===== config.mk =====
export PLATFORM = sky130hd
export DESIGN_NAME = uart_rx_hold
export DESIGN_NICKNAME = d
export VERILOG_FILES = /design/src/rtl/uart_rx_hold.sv
export SDC_FILE = /design/constraint.sdc
export NUM_CORES = 1
export LEC_CHECK = 0
export ABC_AREA = 1
export BUFFER_PORTS_ARGS = -buffer_cell sky130_fd_sc_hd__buf_2
export CAP_MARGIN = 10
export CORE_MARGIN = 4
export CORE_UTILIZATION = 32
export CTS_BUF_LIST = sky130_fd_sc_hd__clkbuf_4 sky130_fd_sc_hd__clkbuf_8
export DETAILED_ROUTE_END_ITERATION = 8
export PLACE_DENSITY = 0.61
export SLEW_MARGIN = 10
export SYNTH_ARGS = -nofsm -noshare
export SYNTH_HDL_FRONTEND = slang
export SYNTH_SLANG_ARGS = --single-unit

===== constraint.sdc =====
create_clock -name clk -period 1.5 [get_ports clk]
set_input_delay 0.225 -clock clk [delete_from_list [all_inputs] [get_ports clk]]
set_output_delay 0.225 -clock clk [all_outputs]
set_load 0.02 [all_outputs]

===== src/rtl/uart_rx_hold.sv =====
module uart_rx_hold #(
  parameter int CLK_DIV   = 10,
  parameter int DATA_BITS = 8,
  parameter bit PARITY_EN = 1'b1
) (
  input  logic                 clk,
  input  logic                 rst_n,
  input  logic                 rx_line,
  output logic [DATA_BITS-1:0] rx_data,
  output logic                 rx_valid,
  input  logic                 rx_accept,
  output logic                 err_parity,
  output logic                 err_frame
);
  localparam int CW   = (CLK_DIV > 2) ? $clog2(CLK_DIV) : 1;
  localparam int IW   = $clog2(DATA_BITS + 1);
  localparam int HALF = CLK_DIV / 2;

  typedef enum logic [2:0] {S_IDLE, S_START, S_DATA, S_PAR, S_STOP} state_t;

  state_t               state;
  logic [1:0]           sync;
  logic                 line_q;
  logic [CW-1:0]        cnt;
  logic [IW-1:0]        bidx;
  logic [DATA_BITS-1:0] shreg;
  logic                 par_ok;
  logic                 line, fall, tick, done, good;

  assign line = sync[1];
  assign fall = line_q & ~line;
  assign tick = (cnt == '0);
  assign done = (state == S_STOP) && tick;
  assign good = done & line & par_ok;

  always_ff @(posedge clk or negedge rst_n) begin
    if (!rst_n) begin
      sync   <= 2'b11;
      line_q <= 1'b1;
    end else begin
      sync   <= {sync[0], rx_line};
      line_q <= line;
    end
  end

  always_ff @(posedge clk or negedge rst_n) begin
    if (!rst_n) begin
      state <= S_IDLE;
      cnt   <= '0;
      bidx  <= '0;
      shreg <= '0;
    end else if (state == S_IDLE) begin
      if (fall) begin
        state <= S_START;
        cnt   <= CW'(HALF - 1);
      end
    end else if (!tick) begin
      cnt <= cnt - 1'b1;
    end else begin
      cnt <= CW'(CLK_DIV - 1);
      case (state)
        S_START: begin
          bidx  <= '0;
          state <= line ? S_IDLE : S_DATA;
        end
        S_DATA: begin
          shreg <= {line, shreg[DATA_BITS-1:1]};
          bidx  <= bidx + 1'b1;
          if (bidx == IW'(DATA_BITS - 1))
            state <= PARITY_EN ? S_PAR : S_STOP;
        end
        S_PAR:   state <= S_STOP;
        default: state <= S_IDLE;
      endcase
    end
  end

  generate
    if (PARITY_EN) begin : g_par
      logic par_bit;
      always_ff @(posedge clk or negedge rst_n) begin
        if (!rst_n)
          par_bit <= 1'b1;
        else if (state == S_PAR && tick)
          par_bit <= line;
      end
      assign par_ok = ^{shreg, par_bit};
    end else begin : g_nopar
      assign par_ok = 1'b1;
    end
  endgenerate

  always_ff @(posedge clk or negedge rst_n) begin
    if (!rst_n) begin
      err_parity <= 1'b0;
      err_frame  <= 1'b0;
      rx_valid   <= 1'b0;
      rx_data    <= '0;
    end else begin
      err_parity <= done & ~par_ok;
      err_frame  <= done & ~line;
      if (good && (!rx_valid || rx_accept)) begin
        rx_data  <= shreg;
        rx_valid <= 1'b1;
      end else if (rx_accept) begin
        rx_valid <= 1'b0;
      end
    end
  end

  p_hold_stable_r6: assert property (@(posedge clk) disable iff (!rst_n)
    rx_valid && !rx_accept |=> rx_valid && $stable(rx_data));

  p_release_r7: assert property (@(posedge clk) disable iff (!rst_n)
    rx_valid && rx_accept && !good |=> !rx_valid);

  p_no_valid_on_error_r5: assert property (@(posedge clk) disable iff (!rst_n)
    (err_parity || err_frame) |-> !$rose(rx_valid));

  p_parity_pulse_r4: assert property (@(posedge clk) disable iff (!rst_n)
    err_parity |=> !err_parity);

  p_frame_pulse_r5: assert property (@(posedge clk) disable iff (!rst_n)
    err_frame |=> !err_frame);
endmodule


## Word-level counts from Yosys, hierarchy flattened

Index checks and enable logic that the tools add are counted.

| word-level totals | value |
|---|---|
| bits in registers | 34 |
| input port bits | 4 |
| output and inout port bits | 11 |
| word-level logic and storage cells | 54 |

| operators by class | value |
|---|---|
| add/sub/neg operators | 2 |
| equal/unequal tests | 7 |
| mux-type cells | 12 |
| bitwise logic cells | 8 |
| reduce and logical (&&, ||, !) cells | 14 |

Operator list:

| operator | number |
|---|---|
| 2-to-1 mux 3 bit | 4 |
| 2-to-1 mux 4 bit | 3 |
| one-hot mux 3 bit (3 select lines) | 1 |
| AND reduction 3 bit | 3 |
| XOR reduction 9 bit | 1 |
| one-hot mux 4 bit (2 select lines) | 1 |
| equality test 3 x 2 -> 1 bit (second input constant) | 2 |
| nonzero test 2 bit | 3 |
| AND 1 bit | 5 |
| adder 4 x 1 -> 4 bit (second input constant) | 1 |
| equality test 4 x 3 -> 1 bit (second input constant) | 1 |
| logical NOT 4 bit | 1 |
| subtractor 4 x 1 -> 4 bit (second input constant) | 1 |
| equality test 3 x 1 -> 1 bit (second input constant) | 1 |
| equality test 3 bit (second input constant) | 1 |
| logical AND 1 bit | 3 |
| logical NOT 3 bit | 1 |
| != test 3 bit (second input constant) | 1 |
| NOT 1 bit | 3 |
| 2-to-1 mux 1 bit | 2 |
| 2-to-1 mux 2 bit | 1 |
| != test 2 bit (second input constant) | 1 |
| logical NOT 1 bit | 1 |
| logical OR 1 bit | 1 |

## Longest topological paths before layout

Gate-level depths: netlist (run 1).

| logic depth | value |
|---|---|
| word-level depth | 6 |
| mapped depth | 11 |
| mapped depth without buffers | 11 |

## Least setup slack after synthesis (run 1)

OpenSTA, ideal clock, no wires.

| timing path | value |
|---|---|
| path type | register to register |
| start | register cnt[0] |
| end | register rx_data[0] |
| setup time | 0.118 ns |
| arrival | 1.374 ns |
| data required time | 1.382 ns |
| path slack | 0.008 ns |
| stages on the path, launching flop included | 10 |
| buffers on the path | 0 |
| clock period less this slack | 1.492 ns |
| cells stage by stage | dfrtp_1 > inv_1 > ha_1 > nand2_2 > nor2_4 > nand3_2 > nor2_2 > nand4_2 > nand2_1 > nand2_1 |

| between the ends | value |
|---|---|
| cells in the longest elaborated chain, start to end | 5 |

Ends and longest elaborated chain:

| element | line | RTL |
|---|---|---|
| start: declaration | 24 | `logic [CW-1:0] cnt;` |
| start signal: assignment | 55 | `cnt <= CW'(HALF - 1);` |
| start signal: assignment | 58 | `cnt <= cnt - 1'b1;` |
| start signal: assignment | 60 | `cnt <= CW'(CLK_DIV - 1);` |
| logical NOT 4 bit | 32 | `assign tick = (cnt == '0);` |
| logical AND 1 bit | 33 | `assign done = (state == S_STOP) && tick;` |
| AND 1 bit (2 in series) | 34 | `assign good = done & line & par_ok;` |
| logical AND 1 bit | 102 | `if (good && (!rx_valid \|\| rx_accept)) begin` |
| end signal: assignment | 103 | `rx_data <= shreg;` |
| end: declaration | 9 | `output logic [DATA_BITS-1:0] rx_data,` |

Every way passes these cells.
A chain may end at the register's enable or synchronous reset.

## Worst setup path after layout (run 1)

| timing path | value |
|---|---|
| start | register cnt[0] |
| end | register rx_data[3] |

Same word-level chain as after synthesis.

==> impl_metrics.env, run 1 <==
export IMPL_outcome="finished with violations"
export IMPL_violations="negative setup slack"
export IMPL_max_freq_ghz=0.6410
export IMPL_clockBufferDepth=2
export IMPL_ios=15
export IMPL_yosys_warnings=0
export IMPL_crit_type="flip-flop to flip-flop"
export IMPL_clk_latency_ps=290
export IMPL_tns_ps=-343.4
export IMPL_hold_violations=0
export IMPL_cellLeakagePower_nw=1.095
export IMPL_clkSlewWorstSetupHoldPaths_ps=70
export IMPL_worst_slew_pin_slew_ps=422.7
export IMPL_via_count=1367
export IMPL_instances_no_fill=303
export IMPL_cp_required_ps=1730
export IMPL_fin_ws_ps=-60.04
export IMPL_fp_dieW_um=79.60
export IMPL_hp_class="input pin to flip-flop"
export IMPL_regToRegSetupSlack_ps=-60
export IMPL_synthesis_area_mm2=0.001640
export IMPL_initial_core_util_pct=33.83
export IMPL_reg2reg_to="rx_data[3]"
export IMPL_synth_area_per_cell_um2=8.455
export IMPL_dieArea_mm2=0.006335
export IMPL_drive_gt1_share_pct=34.32
export IMPL_grt_max_degree=35
export IMPL_yosysUniqueCellTypes=24
export IMPL_hold_ws_ps=33.94
export IMPL_htreeDepth=2
export IMPL_cap_viol_max_count=0
export IMPL_startpoint_type="flip-flop"
export IMPL_placedInstanceArea_mm2=0.001903
export IMPL_power_mw=4.089
export IMPL_worstPathMaxFanout=7
export IMPL_wl_per_cell_um=11.29
export IMPL_finalCriticalPeriod_ps=1560
export IMPL_dp_hpwl_mm=2.314
export IMPL_r2r_start="cnt[0]"
export IMPL_yosysSeqAreaShare_pct=52.17
export IMPL_peakVddDrop_v=0.0009598
export IMPL_synth_nets=201
export IMPL_ant_nets=0
export IMPL_drc=0
export IMPL_fp_row_count=25
export IMPL_diodes=0
export IMPL_dp_cells=289
export IMPL_cts_buffers_inserted=5
export IMPL_core_mm2=0.004848
export IMPL_arrival_ps=1790
export IMPL_via_per_inst=4.512
export IMPL_crit_start="cnt[0]"
export IMPL_io_buffers=14
export IMPL_design_area_mm2=0.002172
export IMPL_grt_pass1_wl_mm=5.485
export IMPL_setup_viol=7
export IMPL_crit_path_end_kind="flip-flop"
export IMPL_drtIter0Drc=68
export IMPL_cts_tree="done"
export IMPL_slew_violations=0
export IMPL_power_density_mw_per_mm2=1883
export IMPL_cts_root_buf="clkbuf_8"
export IMPL_grt_ovfl_total=0
export IMPL_synthCells=194
export IMPL_finalCritPeriodShare_pct=104.0
export IMPL_area_growth_pct=32.42
export IMPL_fillCellCount=471
export IMPL_clock_sinks=34
export IMPL_wl_mm=3.422
export IMPL_ys_seq_elements=34
export IMPL_die_height_um=79.60
export IMPL_slew_headroom_pct=71.82
export IMPL_finClkSkew_ps=3.595
export IMPL_gp_congestion=0.8516
export IMPL_nets=242
export IMPL_antenna_found_initial=0
export IMPL_rsz0062_at_grt="yes"
export IMPL_grt_pass1_vias=1242
export IMPL_drt_first_pass_iters=4
export IMPL_reg2reg_depth=10
export IMPL_hp_start="rx_line"
export IMPL_critical_path_endpoint="rx_data[3]"
export IMPL_track_usage_pct=11.36
[synthesized netlist by cell type]
| library cell | count | area (um^2) |
|---|---|---|
| nand3b_1 | 1 | 7.510 |
| o21ai_0 | 15 | 75.07 |
| nand4_1 | 2 | 12.51 |
| nand4_2 | 1 | 12.51 |
| inv_1 | 24 | 90.09 |
| nand3_1 | 18 | 90.09 |
| dfstp_2 | 4 | 105.1 |
| nor2_1 | 8 | 30.03 |
| o22ai_1 | 2 | 12.51 |
| xnor2_1 | 2 | 17.52 |
| dfrtp_1 | 30 | 750.7 |
| nand2_2 | 5 | 31.28 |
| xor2_1 | 4 | 35.03 |
| a31oi_1 | 1 | 6.260 |
| inv_2 | 1 | 3.750 |
| clkbuf_1 | 1 | 3.750 |
| a22oi_1 | 1 | 7.510 |
| nor3_1 | 1 | 5.000 |
| nand3_2 | 2 | 20.02 |
| a21oi_1 | 5 | 25.02 |
| nor2_4 | 3 | 33.78 |
| ha_1 | 3 | 37.54 |
| nor2_2 | 1 | 6.260 |
| nand2_1 | 59 | 221.5 |
[registers in the layout, indices dropped and copies added, names as in the netlist]
register	flops
line_q	1
bidx	4
err_parity	1
rx_valid	1
rx_data	8
shreg	8
err_frame	1
state	3
g_par.par_bit	1
sync	2
cnt	4
[cell families after synthesis]
logic type,synth area share (%)
flip-flops,52.17
XOR/XNOR,3.204
AO/OA/AOI/OAI,7.704
buffers and inverters,5.949
adder cells (fa/ha/maj),2.289
AND/OR/NAND/NOR,28.68
[worst min-delay path by stage]
stage,to,slack (ps),cells after the start
after detailed placement,err_parity,290,2
after global routing,sync[0],30,1
after global placement,err_parity,280,2
after CTS,sync[0],30,1
after floorplan,bidx[0],-70,0
final,sync[0],30,1
[routing by layer]
layer  up-vias  part of all wire [%]  GRT usage [%]
met2        24                    48          17.95
met1       636                    46          14.00
met4         0                   1.8          5.670
met3         7                   4.0          3.386
met5         -                     0              0
li1        700                     -              -
[where the power goes]
group,internal (mW),switching (mW)
sequential,1.15,0.228
clock,0.464,0.335
combinational,0.791,1.12
total,2.41,1.68
[worst max-delay path: stages (launching register included)]
cell and delay, ps:
dfrtp_1 370, inv_2 80, ha_4 140, nand2_4 50, nor2_4 160, nand3_4 100
nor2_4 170, inv_2 60, nor2_4 220, nand3_1 100, nand2_1 70
[per-stage QoR]
| step | util, % | worst slack, ps |
|---|---|---|
| floorplan | - | 8.264 |
| global placement | 39.25 | -30.62 |
| detailed placement | 39.25 | -63.97 |
| CTS | 42.68 | -17.66 |
| global route | 44.80 | -168.8 |
| finish | 44.80 | -60.04 |
[cells in the final DEF, fill, tap and decap left out]
master          n
dfstp_2         4
nand3_4         2
o22ai_1         2
nor2_2          2
o21ai_0        12
nor3_1          1
nand2_4         1
buf_2          14
dfrtp_1        30
nand2_2         8
a22oi_2         1
xnor2_1         2
nor2_1          5
dlygate4sd3_1   1
nand3b_1        1
nand2_1        55
nand3_1        12
xor2_1          4
clkbuf_8        8
nand3_2         6
nor2_4          5
nand4_4         1
buf_4          18
ha_4            1
inv_1          17
ha_1            2
inv_2           8
o21ai_1         3
nand4_1         2
a31oi_1         1
buf_6           2
a21oi_1         5
[layout make-up]
class / instances / area [um^2] / area share, %
clock buffer: 8 / 110.1 / 5.069
tap: 67 / 83.83 / 3.859
multi-input combinational: 134 / 790.8 / 36.41
inverter: 25 / 93.84 / 4.320
timing repair buffer: 35 / 237.7 / 10.94
sequential: 34 / 855.8 / 39.40
[what timing repair did]
action | 4_1_cts | 5_1_grt
pin swaps | 5 | 11
endpoints found under the setup margin | 8 | 24
resized for setup | 10 | 26
cloned | 0 | 1
setup buffers | 2 | 2
hold buffers | 1 | 0
hold endpoints to repair | 30 | 0
No activity file was read; power rests on OpenSTA's default activity.
==> inputs of run 2 (changes only) <==
CORE_UTILIZATION = 45   (was 32)
CTS_BUF_LIST = default   (was sky130_fd_sc_hd__clkbuf_4 sky130_fd_sc_hd__clkbuf_8)
PLACE_DENSITY = 0.77   (was 0.61)
SLEW_MARGIN = 20   (was 10)
==> impl_metrics.env, run 2 (synthesis results as in run 1) <==
export IMPL_cp_required_ps=1770
export IMPL_violations="negative setup slack"
export IMPL_cts_buffers_inserted=5
export IMPL_tns_ps=-1092
export IMPL_drc=0
export IMPL_htreeDepth=2
export IMPL_final_cell_mix="50 x nand2_1, 29 x dfrtp_1, 18 x buf_4"
export IMPL_finalCriticalPeriod_ps=1662
export IMPL_final_common_cell="nand2_1"
export IMPL_ant_nets=0
export IMPL_dieArea_mm2=0.004675
export IMPL_grt_ovfl_total=0
export IMPL_r2r_start="shreg[6]"
export IMPL_drt_first_pass_iters=5
export IMPL_fin_ws_ps=-162.3
export IMPL_seq_power_share_pct=33.9
export IMPL_power_mw=4.169
export IMPL_nets=243
export IMPL_diodes=0
export IMPL_setup_viol=11
export IMPL_peakVddDrop_v=0.0008696
export IMPL_grt_pass1_vias=1293
export IMPL_worst_slew_pin_slew_ps=398.9
export IMPL_max_freq_ghz=0.6016
export IMPL_via_count=1478
export IMPL_power_density_mw_per_mm2=1908
export IMPL_clockPowerShare_pct=15.8
export IMPL_cap_viol_max_count=0
export IMPL_gp_congestion=0.8260
export IMPL_slew_headroom_pct=73.40
export IMPL_fillCellCount=255
export IMPL_slowest_stage="dfrtp_1"
export IMPL_io_buffers=14
export IMPL_antenna_found_initial=0
export IMPL_clkSlewWorstSetupHoldPaths_ps=100
export IMPL_hp_class="input pin to asynchronous set/reset pin"
export IMPL_clockBufferDepth=2
export IMPL_cellLeakagePower_nw=1.104
export IMPL_drtIter0Drc=160
export IMPL_area_growth_pct=33.18
export IMPL_dp_hpwl_mm=2.315
export IMPL_die_height_um=68.38
export IMPL_critPathMaxStageDelay_ps=490
export IMPL_path_cells="xor2_1 > nand3_2 > nand2_1 > nand2_2 > buf_4 > buf_4 > a21oi_1"
export IMPL_critical_path_endpoint="err_parity"
export IMPL_cts_tree="done"
export IMPL_crit_start="shreg[6]"
export IMPL_finClkSkew_ps=10.44
export IMPL_cts_root_buf="clkbuf_4"
export IMPL_top_regs="rx_data x8, shreg x8"
export IMPL_hold_violations=0
export IMPL_slew_violations=0
export IMPL_placedInstanceArea_mm2=0.001879
export IMPL_finalCritPeriodShare_pct=110.8
export IMPL_initial_core_util_pct=48.02
export IMPL_reg2reg_depth=7
export IMPL_ios=15
export IMPL_fp_row_count=21
export IMPL_grt_pass1_wl_mm=5.713
export IMPL_wl_per_cell_um=13.83
export IMPL_via_per_inst=5.223
export IMPL_outcome="finished with violations"
export IMPL_core_mm2=0.003416
export IMPL_grt_max_degree=19
export IMPL_worstPathMaxFanout=5
export IMPL_design_area_mm2=0.002185
export IMPL_crit_type="flip-flop to flip-flop"
export IMPL_comb_power_share_pct=50.3
export IMPL_p_sw_mw=1.809
export IMPL_drive_gt1_share_pct=37.13
export IMPL_cellInternalPower_mw=2.360
export IMPL_clk_latency_ps=350
export IMPL_fp_dieW_um=68.38
export IMPL_clock_sinks=34
export IMPL_regToRegSetupSlack_ps=-160
export IMPL_track_usage_pct=16.66
export IMPL_wl_mm=3.915
export IMPL_cpMostUsedCell="buf_4"
export IMPL_switching_share_pct=43.39
export IMPL_rsz0062_at_grt="yes"
export IMPL_startpoint_type="flip-flop"
export IMPL_arrival_ps=1940
export IMPL_reg2reg_to="err_parity"
export IMPL_crit_path_end_kind="flip-flop"
==> run 2: changes by cell type in the layout (fill, tap and decap cells not counted), sizes merged <==
cell,change
clkinv,+2
bufinv,+1
clkbuf,-3
dlygate4sd3,+1
==> run 2: metal layers <==
layer	global-route usage, %	up-vias	routed length, um
met5	0	-	0
met4	9.677	0	175
met1	20.83	696	1654
met3	5.090	19	263
met2	25.27	51	1822
li1	-	712	-
==> run 2: metrics by stage <==
step           worst slack (ps)  utilization [%]  cells  hold slack (ps)
3_3_place_gp             -10.13            55.02    265            171.1
5_1_grt                  -202.4            63.96    283            361.6
3_5_place_dp             -125.2            55.02    265            172.7
6_report                 -162.3            63.96    283            320.1
2_1_floorplan             8.264                -    194           -70.59
4_1_cts                  -21.81            60.11    279            288.0
==> run 2: cell type report <==
class                      count  area, um^2  share of cell area [%]
clock buffer                   5       37.54                   1.718
clock inverter                 3       40.04                   1.833
inverter                      25       96.34                   4.410
multi-input combinational    134       830.8                   38.03
sequential                    34       857.1                   39.23
tap                           46       57.56                   2.635
timing repair buffer          36       265.3                   12.14
==> run 2: worst min-delay path by stage <==
stage	end	slack (ps)	cells after the start
floorplan	bidx[0]	-70	0
global placement	bidx[1]	170	1
detailed placement	bidx[1]	170	1
CTS	rx_valid	290	4
global route	state[1]	360	2
finish	shreg[7]	320	2
==> run 2: power groups by stage <==
stage                     clock (mW)  sequential (mW)  combinational, mW
final                          0.658             1.41               2.10
after global routing           0.709             1.43               2.29
after CTS                      0.669             1.37               1.78
after detailed placement           0             1.39               1.52
after global placement             0             1.38               1.49
after floorplan                    0             1.35               1.13
==> run 2: worst max-delay path: cells and delay by family (launching register included) <==
family | cells | cell delay, ps
XOR/XNOR | 1 | 290
AO/OA/AOI/OAI | 1 | 140
AND/OR/NAND/NOR | 3 | 390
flip-flops | 1 | 490
buffers and inverters | 2 | 270
==> run 2: timing repair <==
| action | CTS | global route |
|---|---|---|
| endpoints found under the setup margin | 8 | 21 |
| hold endpoints to repair | 14 | 0 |
| resized for setup | 12 | 32 |
| setup buffers | 4 | 4 |
| gates cloned | 0 | 0 |
| pin swaps | 4 | 15 |
| hold buffers | 2 | 0 |
